## src/rtl/wc_addr_pkg.sv

```systemverilog
// Package: shared selection type for the word-count address generator.
// Assumes nothing beyond SystemVerilog 2017 enum support.
package wc_addr_pkg;

    // Source chosen for the address lines
    typedef enum logic [1:0] {
        SEL_CMD_WC   = 2'd0,   // captured word-count field
        SEL_CNT_NEXT = 2'd1,   // running count plus one
        SEL_CNT      = 2'd2    // running count
    } addr_sel_e;

endpackage

```

## src/rtl/wc_field_latch.sv

```systemverilog
// Module: wc_field_latch
// Captures the command subaddress and word-count fields on message start.
// It also flags a mode command (subaddress all zeros or all ones).
// Assumes msg_start is a single-cycle pulse synchronous to clk.
module wc_field_latch #(
    parameter int FIELD_W = 5
) (
    input  logic               clk,
    input  logic               rst_n,
    input  logic               msg_start,
    input  logic [FIELD_W-1:0] sa_i,
    input  logic [FIELD_W-1:0] wc_i,
    output logic [FIELD_W-1:0] wc_q,
    output logic               mode_q
);

    logic [FIELD_W-1:0] sa_q;
    logic               sa_is_mode;

    // Mode detect on the incoming subaddress
    always_comb begin
        sa_is_mode = (&sa_i) | ~(|sa_i);
    end

    // Capture fields at message start, hold for the whole message
    always_ff @(posedge clk) begin
        if (!rst_n) begin
            sa_q   <= '0;
            wc_q   <= '0;
            mode_q <= 1'b1;
        end else if (msg_start) begin
            sa_q   <= sa_i;
            wc_q   <= wc_i;
            mode_q <= sa_is_mode;
        end
    end

    AST_FIELDS_HOLD: assert property (@(posedge clk) disable iff (!rst_n)
        !msg_start |=> $stable(wc_q) && $stable(sa_q) && $stable(mode_q));

    AST_MODE_MATCHES_SA: assert property (@(posedge clk) disable iff (!rst_n)
        msg_start |=> mode_q == ((sa_q == '0) || (sa_q == '1)));

endmodule

```

## src/rtl/wc_word_counter.sv

```systemverilog
// Module: wc_word_counter
// Counts data words within a message. It clears on message start,
// skips the first strobe, and then steps by one on every strobe, wrapping modulo 2^FIELD_W.
// Assumes msg_start has priority over a coincident data strobe.
module wc_word_counter #(
    parameter int FIELD_W = 5
) (
    input  logic               clk,
    input  logic               rst_n,
    input  logic               msg_start,
    input  logic               data_stb,
    output logic [FIELD_W-1:0] cnt_q,
    output logic               first_q
);

    localparam logic [FIELD_W-1:0] ONE = {{(FIELD_W-1){1'b0}}, 1'b1};

    // Track whether the first strobe of the message is still to come
    always_ff @(posedge clk) begin
        if (!rst_n) begin
            first_q <= 1'b0;
        end else if (msg_start) begin
            first_q <= 1'b1;
        end else if (data_stb) begin
            first_q <= 1'b0;
        end
    end

    // Running count of data words after the first
    always_ff @(posedge clk) begin
        if (!rst_n) begin
            cnt_q <= '0;
        end else if (msg_start) begin
            cnt_q <= '0;
        end else if (data_stb && !first_q) begin
            cnt_q <= cnt_q + ONE;
        end
    end

    AST_CNT_CLEAR_ON_START: assert property (@(posedge clk) disable iff (!rst_n)
        msg_start |=> (cnt_q == '0) && first_q);

    AST_FIRST_STB_NO_STEP: assert property (@(posedge clk) disable iff (!rst_n)
        (data_stb && first_q && !msg_start) |=> (cnt_q == $past(cnt_q)) && !first_q);

    AST_CNT_STEP_WRAP: assert property (@(posedge clk) disable iff (!rst_n)
        (data_stb && !first_q && !msg_start) |=> cnt_q == FIELD_W'($past(cnt_q) + ONE));

    AST_CNT_IDLE_HOLD: assert property (@(posedge clk) disable iff (!rst_n)
        (!data_stb && !msg_start) |=> $stable(cnt_q) && $stable(first_q));

endmodule

```

## src/rtl/wc_addr_mux.sv

```systemverilog
// Module: wc_addr_mux
// Picks the source of the address lines from the mode flag, the
// in-command flag and the first-strobe window.
// Assumes the count and fields it reads are already registered.
module wc_addr_mux #(
    parameter int FIELD_W = 5
) (
    input  logic               mode_i,
    input  logic               in_cmd_n,
    input  logic               data_stb,
    input  logic               first_i,
    input  logic [FIELD_W-1:0] wc_i,
    input  logic [FIELD_W-1:0] cnt_i,
    output logic [FIELD_W-1:0] addr_o
);
    import wc_addr_pkg::*;

    localparam logic [FIELD_W-1:0] ONE = {{(FIELD_W-1){1'b0}}, 1'b1};

    addr_sel_e          sel;
    logic [FIELD_W-1:0] cnt_next;

    // Next-count view, wrapping at the field width
    always_comb begin
        cnt_next = cnt_i + ONE;
    end

    // Source selection: mode first, then command phase, then plain count
    always_comb begin
        if (mode_i) begin
            sel = SEL_CMD_WC;
        end else if (!in_cmd_n) begin
            sel = (first_i && data_stb) ? SEL_CMD_WC : SEL_CNT_NEXT;
        end else begin
            sel = SEL_CNT;
        end
    end

    // Drive the address lines from the selected source
    always_comb begin
        unique case (sel)
            SEL_CMD_WC:   addr_o = wc_i;
            SEL_CNT_NEXT: addr_o = cnt_next;
            default:      addr_o = cnt_i;
        endcase
    end

    always_comb begin
        AST_SEL_MODE_WINS: assert (!mode_i || addr_o == wc_i);
    end

endmodule

```

## src/rtl/wc_addr_gen.sv

```systemverilog
// Module: wc_addr_gen
// Word-count address generator for a remote terminal's subsystem memory.
// Ties together the field latch, the word counter and the output mux.
// Assumes a single clock, synchronous active-low reset, and pulse inputs
// that are one cycle wide.
module wc_addr_gen #(
    parameter int FIELD_W = 5
) (
    input  logic               clk,
    input  logic               rst_n,
    input  logic               msg_start,
    input  logic               data_stb,
    input  logic               in_cmd_n,
    input  logic [FIELD_W-1:0] sa_i,
    input  logic [FIELD_W-1:0] wc_i,
    output logic [FIELD_W-1:0] addr_o
);

    logic [FIELD_W-1:0] wc_q;
    logic               mode_q;
    logic [FIELD_W-1:0] cnt_q;
    logic               first_q;

    wc_field_latch #(.FIELD_W(FIELD_W)) u_latch (
        .clk       (clk),
        .rst_n     (rst_n),
        .msg_start (msg_start),
        .sa_i      (sa_i),
        .wc_i      (wc_i),
        .wc_q      (wc_q),
        .mode_q    (mode_q)
    );

    wc_word_counter #(.FIELD_W(FIELD_W)) u_cnt (
        .clk       (clk),
        .rst_n     (rst_n),
        .msg_start (msg_start),
        .data_stb  (data_stb),
        .cnt_q     (cnt_q),
        .first_q   (first_q)
    );

    wc_addr_mux #(.FIELD_W(FIELD_W)) u_mux (
        .mode_i    (mode_q),
        .in_cmd_n  (in_cmd_n),
        .data_stb  (data_stb),
        .first_i   (first_q),
        .wc_i      (wc_q),
        .cnt_i     (cnt_q),
        .addr_o    (addr_o)
    );

    AST_MODE_PORT_WC: assert property (@(posedge clk) disable iff (!rst_n)
        ($past(msg_start) && ((&$past(sa_i)) || !(|$past(sa_i))))
            |-> addr_o == $past(wc_i));

    AST_FIRST_STB_SHOWS_WC: assert property (@(posedge clk) disable iff (!rst_n)
        ($past(msg_start) && !$past(data_stb) && data_stb && !in_cmd_n && !msg_start)
            |-> addr_o == $past(wc_i));

    AST_START_CNT_ZERO: assert property (@(posedge clk) disable iff (!rst_n)
        ($past(msg_start) && !mode_q && in_cmd_n) |-> addr_o == '0);

endmodule

```

## config.mk

```make
export PLATFORM = sky130hd
export DESIGN_NAME = wc_addr_gen
export DESIGN_NICKNAME = d
export VERILOG_FILES = /design/src/rtl/wc_addr_pkg.sv /design/src/rtl/wc_field_latch.sv /design/src/rtl/wc_word_counter.sv /design/src/rtl/wc_addr_mux.sv /design/src/rtl/wc_addr_gen.sv
export SDC_FILE = /design/constraint.sdc
export NUM_CORES = 1
export LEC_CHECK = 0
export BUFFER_PORTS_ARGS = -buffer_cell sky130_fd_sc_hd__clkbuf_2
export CORE_MARGIN = 2
export CORE_UTILIZATION = 50
export DETAILED_ROUTE_END_ITERATION = 7
export PLACE_DENSITY = 0.82
export SLEW_MARGIN = 20
export SYNTH_ARGS = -nofsm -noshare
export SYNTH_HDL_FRONTEND = slang
export SYNTH_SLANG_ARGS = --single-unit
```

## constraint.sdc

```tcl
create_clock -name clk -period 4.2 [get_ports clk]
set_input_delay 0.21 -clock clk [delete_from_list [all_inputs] [get_ports clk]]
set_output_delay 0.21 -clock clk [all_outputs]
set_load 0.005 [all_outputs]
```

==> results of run 1 <==
critical path, stage by stage (launching register included):
cell and delay [ns]:
dfxtp_1 0.41, ha_1 0.24, nand3_1 0.15, or4b_1 0.52
o311a_1 0.13, clkbuf_2 0.11
worst max path at each step:
stage                    from        end  slack (ns)  depth (start not counted)
3_3_place_gp   u_cnt.cnt_q[0]  addr_o[4]        2.51                          5
6_report       u_cnt.cnt_q[0]  addr_o[4]        2.16                          5
3_5_place_dp   u_cnt.cnt_q[0]  addr_o[4]        2.47                          5
4_1_cts        u_cnt.cnt_q[0]  addr_o[4]        2.15                          5
5_1_grt        u_cnt.cnt_q[0]  addr_o[4]        2.05                          5
2_1_floorplan  u_cnt.cnt_q[0]  addr_o[4]        2.65                          4
flip-flops by register name, indices dropped and copies added (netlist names):
register and flops:
u_latch.mode_q 1, u_cnt.cnt_q 5, u_latch.wc_q 5, u_cnt.first_q 1
final cells by class:
class	instances	area (um^2)	area share [%]
clock buffer	4	36.28	4.427
inverter	4	15.01	1.832
multi-input combinational	59	414.1	50.53
sequential	12	240.2	29.31
tap	15	18.77	2.290
timing repair buffer	19	95.09	11.60
power by group through the flow:
stage / Sequential [W] / Combinational (W) / Clock [W]
floorplan: 0.000124 / 0.0000259 / 0
global placement: 0.000127 / 0.0000381 / 0
detailed placement: 0.000127 / 0.0000391 / 0
CTS: 0.000125 / 0.0000395 / 0.0000941
global route: 0.000126 / 0.0000439 / 0.000101
finish: 0.000125 / 0.0000393 / 0.0000916
Yosys cell counts, types with 2 or more instances:
cell	number	share of area, %
nor2_1	5	2.7
a21oi_1	5	3.6
nor2b_1	6	5.4
o21bai_1	2	2.2
or4b_1	2	2.9
o21ai_0	5	3.6
o311a_1	2	2.9
dfxtp_1	12	35
or3_1	2	1.8
mux2i_1	7	10
nand3_1	3	2.2
nand2b_1	3	2.7
inv_1	4	2.2
kinds of logic after synthesis:
family / after synthesis / synth area share (%)
AO/OA/AOI/OAI: 22 / 21.60
XOR/XNOR: 2 / 2.541
flip-flops: 12 / 34.85
buffers and inverters: 7 / 5.080
adder cells (fa/ha/maj): 1 / 1.815
AND/OR/NAND/NOR: 27 / 23.96
multiplexers: 7 / 10.16
layer usage:
layer / share of wire [%] / routed length [um] / track usage (%) / vias up
met1: 43 / 658 / 23.53 / 306
li1: - / - / - / 332
met2: 51 / 768 / 34.77 / 15
met4: 0.66 / 10 / 8.065 / 0
met5: 0 / 0 / 0 / -
met3: 5.3 / 80 / 8.152 / 2
through the flow:
| step | util, % | hold slack [ns] | area (um^2) | instances | total power, W |
|---|---|---|---|---|---|
| final | 62.98 | 0.1966 | 819.5 | 113 | 0.0002560 |
| after global routing | 62.98 | 0.1966 | 819.5 | 113 | 0.0002706 |
| after CTS | 62.98 | 0.1972 | 819.5 | 113 | 0.0002585 |
| after detailed placement | 60.19 | 0.4833 | 783.3 | 109 | 0.0001665 |
| after global placement | 60.19 | 0.4667 | 783.3 | 109 | 0.0001653 |
| after floorplan | - | 0.3250 | 689.4 | 78 | 0.0001504 |
==> results.toml, run 1 <==
[worst_setup_path]
r2r_end = "u_cnt.cnt_q[4]"
cp-start-kind = "flip-flop"
cp.required_ns = 3.99
critical_path.max_fanout = 5
r2r_setup_slack_ns = 2.83
r2r_start = "u_cnt.cnt_q[0]"
path_class = "reg -> out"
arrival_ns = 1.83
worstRegToRegCells = 4
end_kind = "output pin"

[floorplanning]
ios = 20
coreArea_um2 = 1301
die_width_um = 41.13
dieArea_um2 = 1692
initial_core_util_pct = 52.98
core.rowCount = 13
die_h_um = 41.13

[sta]
period_needed_ns = 2.044
fmax_ghz = 0.4892
maxSlewViolCount = 0
period_share_pct = 48.67
max_slew_margin_pct = 70.69
final.setup.worst_slack_ns = 2.156
worst_clock_skew_ns = 0.002539
tightest_slew_ns = 0.4390
rsz0062_at_grt = "no"
fin_setup_tns_ns = 0
timing.final.hold_violations = 0
setup_viol = 0

[yosys]
syn_area_um2 = 689.4
ys_async_sr_fraction_pct = 0
yosysWarnings = 0
syn_inst = 78
synth_edf_count = 0
syn_nets = 94
ys.flop_type = "dfxtp_1"
netlist-cell-type-count = 33
synth_area_per_cell_um2 = 8.839
synth-seq-area-share_pct = 34.85
synth-seq-cells = 12

[outcome]
status = "finished clean"

[power]
intPower_w = 0.0001919
seq_power_share_pct = 48.9
power_density_nw_per_um2 = 312.3
p_comb_share_pct = 15.3
vdd_drop_max_mv = 0.2054
leakage_nw = 0.3442
switchingPower_w = 0.00006410
swShare_pct = 25.04
power_frac_clock_pct = 35.8

[finish]
finish.net_count = 115
insertedDiodeCount = 0
fillCellCount = 111
drive_gt1_share_pct = 24.49
layout_common_cells = "clkbuf_2 (19), dfxtp_1 (12), mux2i_1 (7), nor2b_1 (6)"
area_delta_synth_final_pct = 18.87
mostFrequentLayoutCell = "clkbuf_2"

[place]
gp_congestion = 0.9019
dp_hpwl_um = 1122
portBuffers = 19
pre_cts_slack_ns = 2.468

[detailed_routing]
firstDrtPassIters = 2
post_drt_via_cell_ratio = 5.796
drtIter0Drc = 6
routed_wl_um = 1518
drc_errors = 0
routedWlPerCell_um = 13.43
final_antenna_net_count = 0
vias = 655

[clock_tree]
clkLatencyLatePin_ns = 0.27
path_clk_slew_ns = 0.08
htreeDepth = 1
cts_resized = 0
cts.sinks = 12
cts_buffers = 3
clk_path_buf_depth = 2
cts-root-buf = "clkbuf_4"
cts_tree = "done"
cts_hold_buf = 0
postCtsSetupRepairBufs = 0

[job]
maxCapViolations = 0

[global_route]
grt_pass1_wl_um = 2242
grt_pass1_vias = 557
overflow = 0
grt_max_degree = 16
grtUsageTotal_pct = 20.81
antenna_found_initial = 0

[worst_hold_path]
min_to = "u_latch.wc_q[1]"
hold_depth = 3
worstHoldPathType = "in -> reg"
min-delay-start = "wc_i[1]"
(Power assumes the default switching activity.)
==> run 2: changes to the inputs <==
- CORE_UTILIZATION: 50 -> 44
- PLACE_DENSITY: 0.82 -> 0.77
- clock period: 4.2 -> 1.7 ns (I/O delays scaled with it)
==> results.toml, run 2 (synthesis results as in run 1) <==
[power]
swShare_pct = 25.66
seq_power_share_pct = 48.1
power_density_nw_per_um2 = 709.4
intPower_w = 0.0004751
vdd_drop_max_mv = 0.5087
p_comb_share_pct = 16.0
power_frac_clock_pct = 35.9
power.total_w = 0.0006390
leakage_nw = 0.3746
switchingPower_w = 0.0001640

[worst_setup_path]
cp.required_ns = 1.62
end_kind = "output pin"
cp.buffers_inverters = 1
critical_path.max_fanout = 3
cp_cell_sequence = "ha_4 -> nand3_4 -> or4b_1 -> o311a_1 -> clkbuf_2"
critical-path-slowest-cell = "or4b_1"
critPathTopFamily = "simple AND/OR/NAND/NOR gates"
arrival_ns = 1.62
path_class = "reg -> out"
cp-start-kind = "flip-flop"
cpPeakStageDelay_ns = 0.50

[global_route]
antenna_found_initial = 0
grt_pass1_wl_um = 2670
overflow = 0
grtUsageTotal_pct = 18.34
grt_max_degree = 16
grt_pass1_vias = 611

[finish]
fillCellCount = 144
insertedDiodeCount = 0
drive_gt1_share_pct = 34.62
mostFrequentLayoutCell = "clkbuf_2"
finalInstanceArea_um2 = 900.9
post-route-util_pct = 60.50
layout_common_cells = "clkbuf_2 (19), dfxtp_1 (8), mux2i_1 (7), nor2b_1 (6), buf_4 (6)"
top_regs = "u_cnt.cnt_q x5, u_latch.wc_q x5"
finish.net_count = 121
instances_no_fill = 120
area_delta_synth_final_pct = 30.67

[floorplanning]
coreArea_um2 = 1489
ios = 20
dieArea_um2 = 1900
initial_core_util_pct = 46.30
die_width_um = 43.59
die_h_um = 43.59
core.rowCount = 14

[clock_tree]
cts-root-buf = "clkbuf_4"
cts.sinks = 12
cts_hold_buf = 0
clkLatencyLatePin_ns = 0.27
clk_path_buf_depth = 2
cts_buffers = 3
htreeDepth = 1
cts_tree = "done"
path_clk_slew_ns = 0.08

[sta]
fmax_ghz = 0.5879
final.setup.worst_slack_ns = -0.0009914
tightest_slew_ns = 0.2784
worst_clock_skew_ns = 0.0006323
maxSlewViolCount = 0
whs_ns = 0.06970
setup_viol = 1
period_needed_ns = 1.701
rsz0062_at_grt = "yes"
max_slew_margin_pct = 81.14
period_share_pct = 100.1
timing.final.hold_violations = 0

[worst_hold_path]
worstHoldPathType = "in -> reg"

[detailed_routing]
drtIter0Drc = 7
firstDrtPassIters = 4
vias = 674
routed_wl_um = 1581
post_drt_via_cell_ratio = 5.617
final_antenna_net_count = 0
routedWlPerCell_um = 13.18
drc_errors = 0

[outcome]
status = "finished with violations"
violations = "negative setup slack"

[place]
gp_congestion = 0.7564
dp_hpwl_um = 1069
portBuffers = 19
placedInstanceArea_um2 = 784.5
dp_cells = 110

[job]
maxCapViolations = 0
run 2: changes by cell type in the layout (fill, tap and decap cells not counted):
cell and delta:
o311ai_0 -1, nand3_4 +1, nand3_1 -1, ha_4 +1
o311ai_1 +1, dfxtp_2 +2, buf_4 +6, dfxtp_1 -4
ha_1 -1, dfxtp_4 +2
run 2: worst paths after layout:
kind,end,startpoint,cells past startpoint,slack (ns)
worst max-delay path,addr_o[4],u_cnt.cnt_q[0],5,-0.001
worst min-delay path,u_latch.wc_q[1],wc_i[1],3,0.07
worst max register to register,u_cnt.cnt_q[4],u_cnt.cnt_q[0],6,0.31
worst min register to register,u_cnt.cnt_q[4],u_cnt.cnt_q[4],2,0.51
run 2: worst register-to-register path, delay by kind of cell (launching register included):
kind,cells,cell delay (ns)
AO/OA/AOI/OAI,1,0.14
adder cells (fa/ha/maj),1,0.15
buffers and inverters,2,0.27
flip-flops,1,0.38
AND/OR/NAND/NOR,2,0.40
run 2: final cells by class:
cell class                      instances  area, um^2  area share, %
Sequential cell                        12       250.2          27.78
Inverter                                4       15.01          1.667
Timing Repair Buffer                   25       140.1          15.56
Clock buffer                            4       36.28          4.028
Tap cell                               16       20.02          2.222
Multi-Input combinational cell         59       439.2          48.75
run 2: power groups by stage:
stage                     combinational (W)  clock (W)  sequential, W
after detailed placement          0.0000965          0       0.000315
after CTS                          0.000101   0.000230       0.000306
after floorplan                   0.0000641          0       0.000307
after global routing               0.000113   0.000242       0.000310
after global placement            0.0000945          0       0.000314
final                              0.000102   0.000229       0.000307
run 2: per-layer routing:
layer / part of all wire, % / routed length, um / track usage, %
met2: 48 / 752 / 30.00
met3: 2.8 / 45 / 2.500
met4: 0.76 / 12 / 5.455
met1: 49 / 770 / 25.06
met5: 0 / 0 / 0
run 2: timing repair:
| action | in CTS | in global routing |
|---|---|---|
| gates cloned | 0 | 0 |
| buffers inserted | 5 | 1 |
| setup endpoints to repair | 1 | 4 |
| gates resized for setup | 9 | 2 |
| pin swaps | 2 | 2 |
run 2: stage by stage:
| step | TNS [ns] | setup slack, ns |
|---|---|---|
| 6_report | -0.0009914 | -0.0009914 |
| 5_1_grt | -0.06559 | -0.04803 |
| 4_1_cts | -0.007504 | -0.007504 |
| 3_5_place_dp | 0 | 0.06478 |
| 3_3_place_gp | 0 | 0.1391 |
| 2_1_floorplan | 0 | 0.2755 |
